File: src/rtl/mmio_route_pkg.sv
package mmio_route_pkg;

   typedef enum logic [1:0] {
      TGT_RAM  = 2'd0,
      TGT_DEV  = 2'd1,
      TGT_NONE = 2'd2
   } route_tgt_e;

   typedef enum logic [1:0] {
      SQ_IDLE  = 2'd0,
      SQ_ISSUE = 2'd1,
      SQ_WAIT  = 2'd2,
      SQ_RESP  = 2'd3
   } seq_state_e;

endpackage

File: src/rtl/mmio_region_dec.sv
module mmio_region_dec
   import mmio_route_pkg::*;
#(
   parameter int unsigned ADDR_W = 32,
   parameter int unsigned WIN_BITS = 24,
   parameter longint unsigned RAM_BYTES = 64'h2000_0000,
   parameter logic [ADDR_W-WIN_BITS-1:0] PHYS_TAG = 'h20
) (
   input  logic [ADDR_W-1:0] addr,
   output route_tgt_e        tgt
);
   localparam int unsigned RAM_LOG2 = $clog2(RAM_BYTES);
   localparam bit RAM_POW2 = ((RAM_BYTES & (RAM_BYTES - 64'd1)) == 64'd0);
   localparam logic [ADDR_W:0] RAM_LIMIT = RAM_BYTES[ADDR_W:0];

   logic ram_hit;
   logic dev_hit;

   generate
      if (RAM_POW2) begin : g_ram_mask
         // power-of-two size: all bits above the size must be zero
         assign ram_hit = ((addr >> RAM_LOG2) == '0);
      end else begin : g_ram_cmp
         assign ram_hit = ({1'b0, addr} < RAM_LIMIT);
      end
   endgenerate

   assign dev_hit = (addr[ADDR_W-1:WIN_BITS] == PHYS_TAG);

   always_comb begin
      if (dev_hit)      tgt = TGT_DEV;
      else if (ram_hit) tgt = TGT_RAM;
      else              tgt = TGT_NONE;
   end
endmodule

File: src/rtl/mmio_xlate.sv
module mmio_xlate #(
   parameter int unsigned ADDR_W = 32,
   parameter int unsigned WIN_BITS = 24,
   parameter logic [ADDR_W-WIN_BITS-1:0] FROM_TAG = 'h20,
   parameter logic [ADDR_W-WIN_BITS-1:0] TO_TAG = 'h7E,
   parameter bit ZERO_ON_MISS = 1'b0
) (
   input  logic [ADDR_W-1:0] in_addr,
   output logic [ADDR_W-1:0] out_addr,
   output logic              hit
);
   logic [ADDR_W-1:0] swapped;

   assign hit     = (in_addr[ADDR_W-1:WIN_BITS] == FROM_TAG);
   assign swapped = {TO_TAG, in_addr[WIN_BITS-1:0]};

   generate
      if (ZERO_ON_MISS) begin : g_gated
         assign out_addr = hit ? swapped : '0;
      end else begin : g_plain
         assign out_addr = swapped;
      end
   endgenerate
endmodule

File: src/rtl/mmio_seq.sv
module mmio_seq
   import mmio_route_pkg::*;
#(
   parameter int unsigned ADDR_W = 32,
   parameter int unsigned DATA_W = 32
) (
   input  logic              clk,
   input  logic              rst_n,
   input  logic              req_valid,
   output logic              req_ready,
   input  logic [ADDR_W-1:0] req_addr,
   input  logic              req_write,
   input  logic [DATA_W-1:0] req_wdata,
   input  route_tgt_e        dec_tgt,
   output logic              rsp_valid,
   input  logic              rsp_ready,
   output logic [DATA_W-1:0] rsp_rdata,
   output logic              rsp_err,
   output logic [ADDR_W-1:0] hold_addr,
   output logic              hold_write,
   output logic [DATA_W-1:0] hold_wdata,
   output logic              ram_sel,
   output logic              dev_sel,
   output logic              ram_req_valid,
   input  logic              ram_req_ready,
   input  logic              ram_rsp_valid,
   output logic              ram_rsp_ready,
   input  logic [DATA_W-1:0] ram_rsp_rdata,
   output logic              dev_req_valid,
   input  logic              dev_req_ready,
   input  logic              dev_rsp_valid,
   output logic              dev_rsp_ready,
   input  logic [DATA_W-1:0] dev_rsp_rdata
);
   seq_state_e        st;
   route_tgt_e        tgt;
   logic [DATA_W-1:0] rdata_q;
   logic              err_q;
   logic              sel_req_ready;
   logic              sel_rsp_valid;
   logic [DATA_W-1:0] sel_rsp_rdata;

   assign ram_sel = (tgt == TGT_RAM);
   assign dev_sel = (tgt == TGT_DEV);

   always_comb begin
      sel_req_ready = ram_sel ? ram_req_ready : dev_req_ready;
      sel_rsp_valid = ram_sel ? ram_rsp_valid : dev_rsp_valid;
      sel_rsp_rdata = ram_sel ? ram_rsp_rdata : dev_rsp_rdata;
   end

   always_ff @(posedge clk) begin
      if (!rst_n) begin
         st         <= SQ_IDLE;
         tgt        <= TGT_NONE;
         hold_addr  <= '0;
         hold_write <= 1'b0;
         hold_wdata <= '0;
         rdata_q    <= '0;
         err_q      <= 1'b0;
      end else begin
         case (st)
            SQ_IDLE: begin
               if (req_valid) begin
                  hold_addr  <= req_addr;
                  hold_write <= req_write;
                  hold_wdata <= req_wdata;
                  tgt        <= dec_tgt;
                  rdata_q    <= '0;
                  err_q      <= (dec_tgt == TGT_NONE);
                  st         <= (dec_tgt == TGT_NONE) ? SQ_RESP : SQ_ISSUE;
               end
            end
            SQ_ISSUE: begin
               if (sel_req_ready) st <= SQ_WAIT;
            end
            SQ_WAIT: begin
               if (sel_rsp_valid) begin
                  rdata_q <= sel_rsp_rdata;
                  st      <= SQ_RESP;
               end
            end
            SQ_RESP: begin
               if (rsp_ready) st <= SQ_IDLE;
            end
            default: st <= SQ_IDLE;
         endcase
      end
   end

   assign req_ready     = (st == SQ_IDLE);
   assign ram_req_valid = (st == SQ_ISSUE) && ram_sel;
   assign dev_req_valid = (st == SQ_ISSUE) && dev_sel;
   assign ram_rsp_ready = (st == SQ_WAIT) && ram_sel;
   assign dev_rsp_ready = (st == SQ_WAIT) && dev_sel;
   assign rsp_valid     = (st == SQ_RESP);
   assign rsp_rdata     = rdata_q;
   assign rsp_err       = err_q;
endmodule

File: src/rtl/mmio_router.sv
module mmio_router
   import mmio_route_pkg::*;
#(
   parameter int unsigned ADDR_W = 32,
   parameter int unsigned DATA_W = 32,
   parameter int unsigned WIN_BITS = 24,
   parameter longint unsigned RAM_BYTES = 64'h2000_0000,
   parameter logic [ADDR_W-WIN_BITS-1:0] PHYS_TAG = 'h20,
   parameter logic [ADDR_W-WIN_BITS-1:0] BUS_TAG = 'h7E
) (
   input  logic              clk,
   input  logic              rst_n,
   input  logic              req_valid,
   output logic              req_ready,
   input  logic [ADDR_W-1:0] req_addr,
   input  logic              req_write,
   input  logic [DATA_W-1:0] req_wdata,
   output logic              rsp_valid,
   input  logic              rsp_ready,
   output logic [DATA_W-1:0] rsp_rdata,
   output logic              rsp_err,
   output logic              ram_req_valid,
   input  logic              ram_req_ready,
   output logic [ADDR_W-1:0] ram_addr,
   output logic              ram_write,
   output logic [DATA_W-1:0] ram_wdata,
   input  logic              ram_rsp_valid,
   output logic              ram_rsp_ready,
   input  logic [DATA_W-1:0] ram_rsp_rdata,
   output logic              dev_req_valid,
   input  logic              dev_req_ready,
   output logic [ADDR_W-1:0] dev_addr,
   output logic              dev_write,
   output logic [DATA_W-1:0] dev_wdata,
   output logic              dev_uncached,
   input  logic              dev_rsp_valid,
   output logic              dev_rsp_ready,
   input  logic [DATA_W-1:0] dev_rsp_rdata,
   input  logic [ADDR_W-1:0] dma_bus_addr,
   output logic [ADDR_W-1:0] dma_phys_addr,
   output logic              dma_hit
);
   localparam longint unsigned WIN_BASE = longint'(PHYS_TAG) << WIN_BITS;

   generate
      if (WIN_BITS == 0 || WIN_BITS >= ADDR_W) begin : g_bad_win
         $error("mmio_router: WIN_BITS must lie between 1 and ADDR_W-1");
      end
      if (RAM_BYTES == 0 || RAM_BYTES > WIN_BASE) begin : g_bad_ram
         $error("mmio_router: RAM region must be non-empty and end below the device window");
      end
      if (PHYS_TAG == BUS_TAG) begin : g_bad_tag
         $error("mmio_router: physical and bus window tags must differ");
      end
   endgenerate

   route_tgt_e        dec_tgt;
   logic [ADDR_W-1:0] hold_addr;
   logic              hold_write;
   logic [DATA_W-1:0] hold_wdata;
   logic              ram_sel;
   logic              dev_sel;
   logic              dev_win_hit;

   mmio_region_dec #(
      .ADDR_W(ADDR_W), .WIN_BITS(WIN_BITS),
      .RAM_BYTES(RAM_BYTES), .PHYS_TAG(PHYS_TAG)
   ) i_dec (
      .addr(req_addr),
      .tgt (dec_tgt)
   );

   mmio_seq #(.ADDR_W(ADDR_W), .DATA_W(DATA_W)) i_seq (
      .clk          (clk),
      .rst_n        (rst_n),
      .req_valid    (req_valid),
      .req_ready    (req_ready),
      .req_addr     (req_addr),
      .req_write    (req_write),
      .req_wdata    (req_wdata),
      .dec_tgt      (dec_tgt),
      .rsp_valid    (rsp_valid),
      .rsp_ready    (rsp_ready),
      .rsp_rdata    (rsp_rdata),
      .rsp_err      (rsp_err),
      .hold_addr    (hold_addr),
      .hold_write   (hold_write),
      .hold_wdata   (hold_wdata),
      .ram_sel      (ram_sel),
      .dev_sel      (dev_sel),
      .ram_req_valid(ram_req_valid),
      .ram_req_ready(ram_req_ready),
      .ram_rsp_valid(ram_rsp_valid),
      .ram_rsp_ready(ram_rsp_ready),
      .ram_rsp_rdata(ram_rsp_rdata),
      .dev_req_valid(dev_req_valid),
      .dev_req_ready(dev_req_ready),
      .dev_rsp_valid(dev_rsp_valid),
      .dev_rsp_ready(dev_rsp_ready),
      .dev_rsp_rdata(dev_rsp_rdata)
   );

   // physical -> bus view for the device port
   mmio_xlate #(
      .ADDR_W(ADDR_W), .WIN_BITS(WIN_BITS),
      .FROM_TAG(PHYS_TAG), .TO_TAG(BUS_TAG), .ZERO_ON_MISS(1'b0)
   ) i_fwd_map (
      .in_addr (hold_addr),
      .out_addr(dev_addr),
      .hit     (dev_win_hit)
   );

   // bus -> physical view for descriptor addresses
   mmio_xlate #(
      .ADDR_W(ADDR_W), .WIN_BITS(WIN_BITS),
      .FROM_TAG(BUS_TAG), .TO_TAG(PHYS_TAG), .ZERO_ON_MISS(1'b1)
   ) i_rev_map (
      .in_addr (dma_bus_addr),
      .out_addr(dma_phys_addr),
      .hit     (dma_hit)
   );

   assign ram_addr     = hold_addr;
   assign ram_write    = hold_write;
   assign ram_wdata    = hold_wdata;
   assign dev_write    = hold_write;
   assign dev_wdata    = hold_wdata;
   assign dev_uncached = dev_sel && dev_win_hit && !ram_sel;
endmodule

File: config.mk
export PLATFORM = sky130hd
export DESIGN_NAME = mmio_router
export DESIGN_NICKNAME = d
export VERILOG_FILES = /design/src/rtl/mmio_route_pkg.sv /design/src/rtl/mmio_region_dec.sv /design/src/rtl/mmio_xlate.sv /design/src/rtl/mmio_seq.sv /design/src/rtl/mmio_router.sv
export SDC_FILE = /design/constraint.sdc
export NUM_CORES = 1
export LEC_CHECK = 0
export BUFFER_PORTS_ARGS = -buffer_cell sky130_fd_sc_hd__buf_2
export CORE_AREA = 2 2 144 146
export DETAILED_ROUTE_END_ITERATION = 16
export DIE_AREA = 0 0 146 148
export GPL_ROUTABILITY_DRIVEN = 0
export PLACE_DENSITY = 0.62
export REMOVE_ABC_BUFFERS = 1
export SYNTH_ARGS = -nofsm -noshare
export SYNTH_HDL_FRONTEND = slang
export SYNTH_SLANG_ARGS = --single-unit
File: constraint.sdc
create_clock -name clk -period 4.9 [get_ports clk]
set_input_delay 0.49 -clock clk [delete_from_list [all_inputs] [get_ports clk]]
set_output_delay 0.49 -clock clk [all_outputs]
set_load 0.02 [all_outputs]
==> flow_summary.toml <==
[job]
cap_violations = 0

[routing]
first_pass_iters = 4
drc_errors = 0
avgRoutedWirePerCell_um = 13.1
ant_nets = 0
viasPerCell = 4.10
drt-total-wl_mm = 14.6
drt_iter0_markers = 99
vias = 4550

[clock_tree]
htree_levels = 3
cts_resized = 0
post-cts-setup-buffers = 0
cts_buffers = 9
root_buffer = "clkbuf_16"
clkSinkCount = 102
cts_tree = "yes"
ctsLongestPathBuffers = 2
insertion_delay_ns = 0.34
path_clk_slew_ns = 0.07
ctsHoldBuffers = 0

[sta]
fin_crit_ns = 2.47
fin_worst_skew_ns = 0.00896
finalCritPeriodShare_pct = 50.5
setup_viol = 0
fmax_mhz = 404
finalHoldViolations = 0
slew_headroom_pct = 27.0
fin_setup_tns_ns = 0
report.final.slew_viol_count = 0
rsz0062_at_grt = "false"
worst_slew_pin_slew_ns = 1.09
timing.hold.ws_ns = 0.388

[cells_and_area]
finalNetCount = 1009
diodes = 0
drive_above_1_share_pct = 46.8
fill_cells = 2140
area_growth_pct = 36.3

[global_routing]
grt_start_max_net_pins = 82
grt_overflow = 0
antenna_found_initial = 0
gr-usage-all-layers_pct = 12.8
grt_pass1_vias = 4116
grt_pass1_wl_mm = 21.9

[synthesis]
synth.area.top_cells = "dfxtp_1 41%, buf_4 11%, nand2_1 10%"
muxShareOfSynthArea_pct = 6.62
yosys_warnings = 0
synth_top_flop_cell = "dfxtp_1"
synth_compound_area_share_pct = 17.8
synthSimpleGateAreaFrac_pct = 18.2
seq_area_frac_synth_pct = 41.3
yosysTopAreaCell = "dfxtp_1"
synth_top_family_by_area = "simple AND/OR/NAND/NOR gates"
syn_area_per_cell_um2 = 8.82
synth_top_area_share_pct = 41.3
synth_cell_types = 39
synthArstFlopShare_pct = 0
synth-edff-count = 0
syn_area_um2 = 4950
synth_fa_ha_area_share_pct = 1.01
synth_cells = 561
synth_xor_area_share_pct = 0
synth.ff_latch_count = 102

[floorplan]
start_util_pct = 24.7
core_um2 = 20000
die_y_um = 148
ioPinCount = 372
rows = 52
die_w_um = 146
die_area_um2 = 21600

[critical_path]
crit_family = "simple AND/OR/NAND/NOR gates"
setup.worst_path.start_class = "register"
crit_fanout = 26
critPathMaxStageDelay_ns = 0.93
path_cells = "inv_1 > ha_1 > a32oi_2 > nor2b_2 > o2bb2ai_1"
reg2reg_to = "i_seq.rsp_rdata[25]"
r2r_cells = 5
regToRegSetupSlack_ns = 2.43
cp.arrival_ns = 2.73
critPathBufInv = 1
cp_slowest_cell = "nor2b_2"
critPathKind = "register to register"
rr_startpoint = "i_seq.st[0]"
end_kind = "register"
cp.required_ns = 5.16

[worst_hold_path]
min_path_cells = 3
min_path_type = "primary input to register"
worstHoldStart = "req_wdata[10]"
holdPathEnd = "i_seq.hold_wdata[10]"

[outcome]
status = "completed"

[power]
peakVddDrop_mv = 0.150
cellPowerDensity_nw_per_um2 = 421
p_leak_nw = 3.35
p_total_mw = 2.84

[placement]
post-dp-hpwl_mm = 10.8
portBuffers = 356
## sequential cells by signal (all words and copies together) (netlist names)
name	flops
i_seq.hold_addr	32
i_seq.hold_wdata	32
i_seq.hold_write	1
i_seq.rsp_err	1
i_seq.rsp_rdata	32
i_seq.st	2
i_seq.tgt	2
## through the flow
stage          instances  setup slack (ns)  util, %  cell area [µm²]
3_5_place_dp        1095              2.41     32.1             6430
5_1_grt             1110              2.17     33.7             6750
6_report            1110              2.43     33.7             6750
4_1_cts             1110              2.41     33.7             6750
2_1_floorplan        465              1.49        -             4270
3_3_place_gp        1095              2.47     32.1             6430
## worst max-delay path by stage
stage           startpoint             endpoint  slack (ns)  depth (start not counted)
4_1_cts        i_seq.st[0]  i_seq.rsp_rdata[25]        2.41                          5
6_report       i_seq.st[0]  i_seq.rsp_rdata[25]        2.43                          5
3_5_place_dp         rst_n  i_seq.rsp_rdata[25]        2.41                          4
2_1_floorplan  i_seq.st[0]   i_seq.rsp_rdata[0]        1.49                          6
5_1_grt        i_seq.st[0]  i_seq.rsp_rdata[29]        2.17                          5
3_3_place_gp         rst_n  i_seq.rsp_rdata[22]        2.47                          4
## cell usage in the layout (no fill, tap or decap), types with 5 or more instances in the layout
cell type / synthesis / final
a21boi_0: 65 / 65
a21boi_1: 6 / 6
and2_1: 31 / 30
buf_2: 6 / 356
clkbuf_16: 0 / 9
conb_1: 2 / 15
dfxtp_1: 102 / 102
mux2_2: 6 / 6
mux2i_1: 26 / 26
nand2_1: 134 / 133
nand2b_1: 7 / 7
nand3_1: 7 / 7
o21ai_0: 5 / 5
o2bb2ai_1: 26 / 26
## cell families (layout without fill, tap and decap cells)
kind of cell               count (synthesis)  in the layout
and+or+nand+nor                          195            195
adders and majority gates                  4              4
muxes                                     32             32
other                                      2             15
buffers and inverters                    113            379
AOI/OAI and AO/OA                        113            113
DFF                                      102            102
## worst reg2reg max path: cells and delay by family (launching register included)
kind | cells | cell delay [ns]
compound gates | 2 | 0.57
fa+ha+maj | 1 | 0.47
buf+inv | 1 | 0.09
flops | 1 | 0.34
simple gates | 1 | 0.93
## area by class of cell
class	instances	area (µm²)	area share (%)
Multi-Input combinational cell	359	2230	33.0
Tap cell	270	338	5.01
Inverter	4	15.0	0.222
Clock inverter	5	85.1	1.26
Timing Repair Buffer	360	1810	26.8
Clock buffer	10	229	3.39
Sequential cell	102	2040	30.3
## per-layer routing
layer	track usage (%)	part of all wire, %	up-vias	wire [µm]
met1	15.3	43	1988	6200
met3	3.77	8.1	12	1180
met2	22.1	48	229	7000
li1	-	-	2321	-
met4	3.98	1.4	0	197
met5	0	0	-	0
## power by group
group / total, mW / switching (mW) / internal, mW
Combinational: 1.02 / 0.677 / 0.338
Sequential: 1.06 / 0.0951 / 0.967
Clock: 0.764 / 0.316 / 0.447
## synth_stat cells (3+ instances only)
master / instances
inv_1: 4
nand3_1: 7
a21oi_1: 3
mux2_2: 6
buf_4: 74
nand2_1: 134
mux2i_1: 26
a21boi_1: 6
o2bb2ai_1: 26
o21ai_0: 5
and2_1: 31
dfxtp_1: 102
a21boi_0: 65
buf_2: 6
buf_6: 4
ha_1: 4
clkbuf_1: 23
nand2b_1: 7
Power figures use the tool's default switching activity.
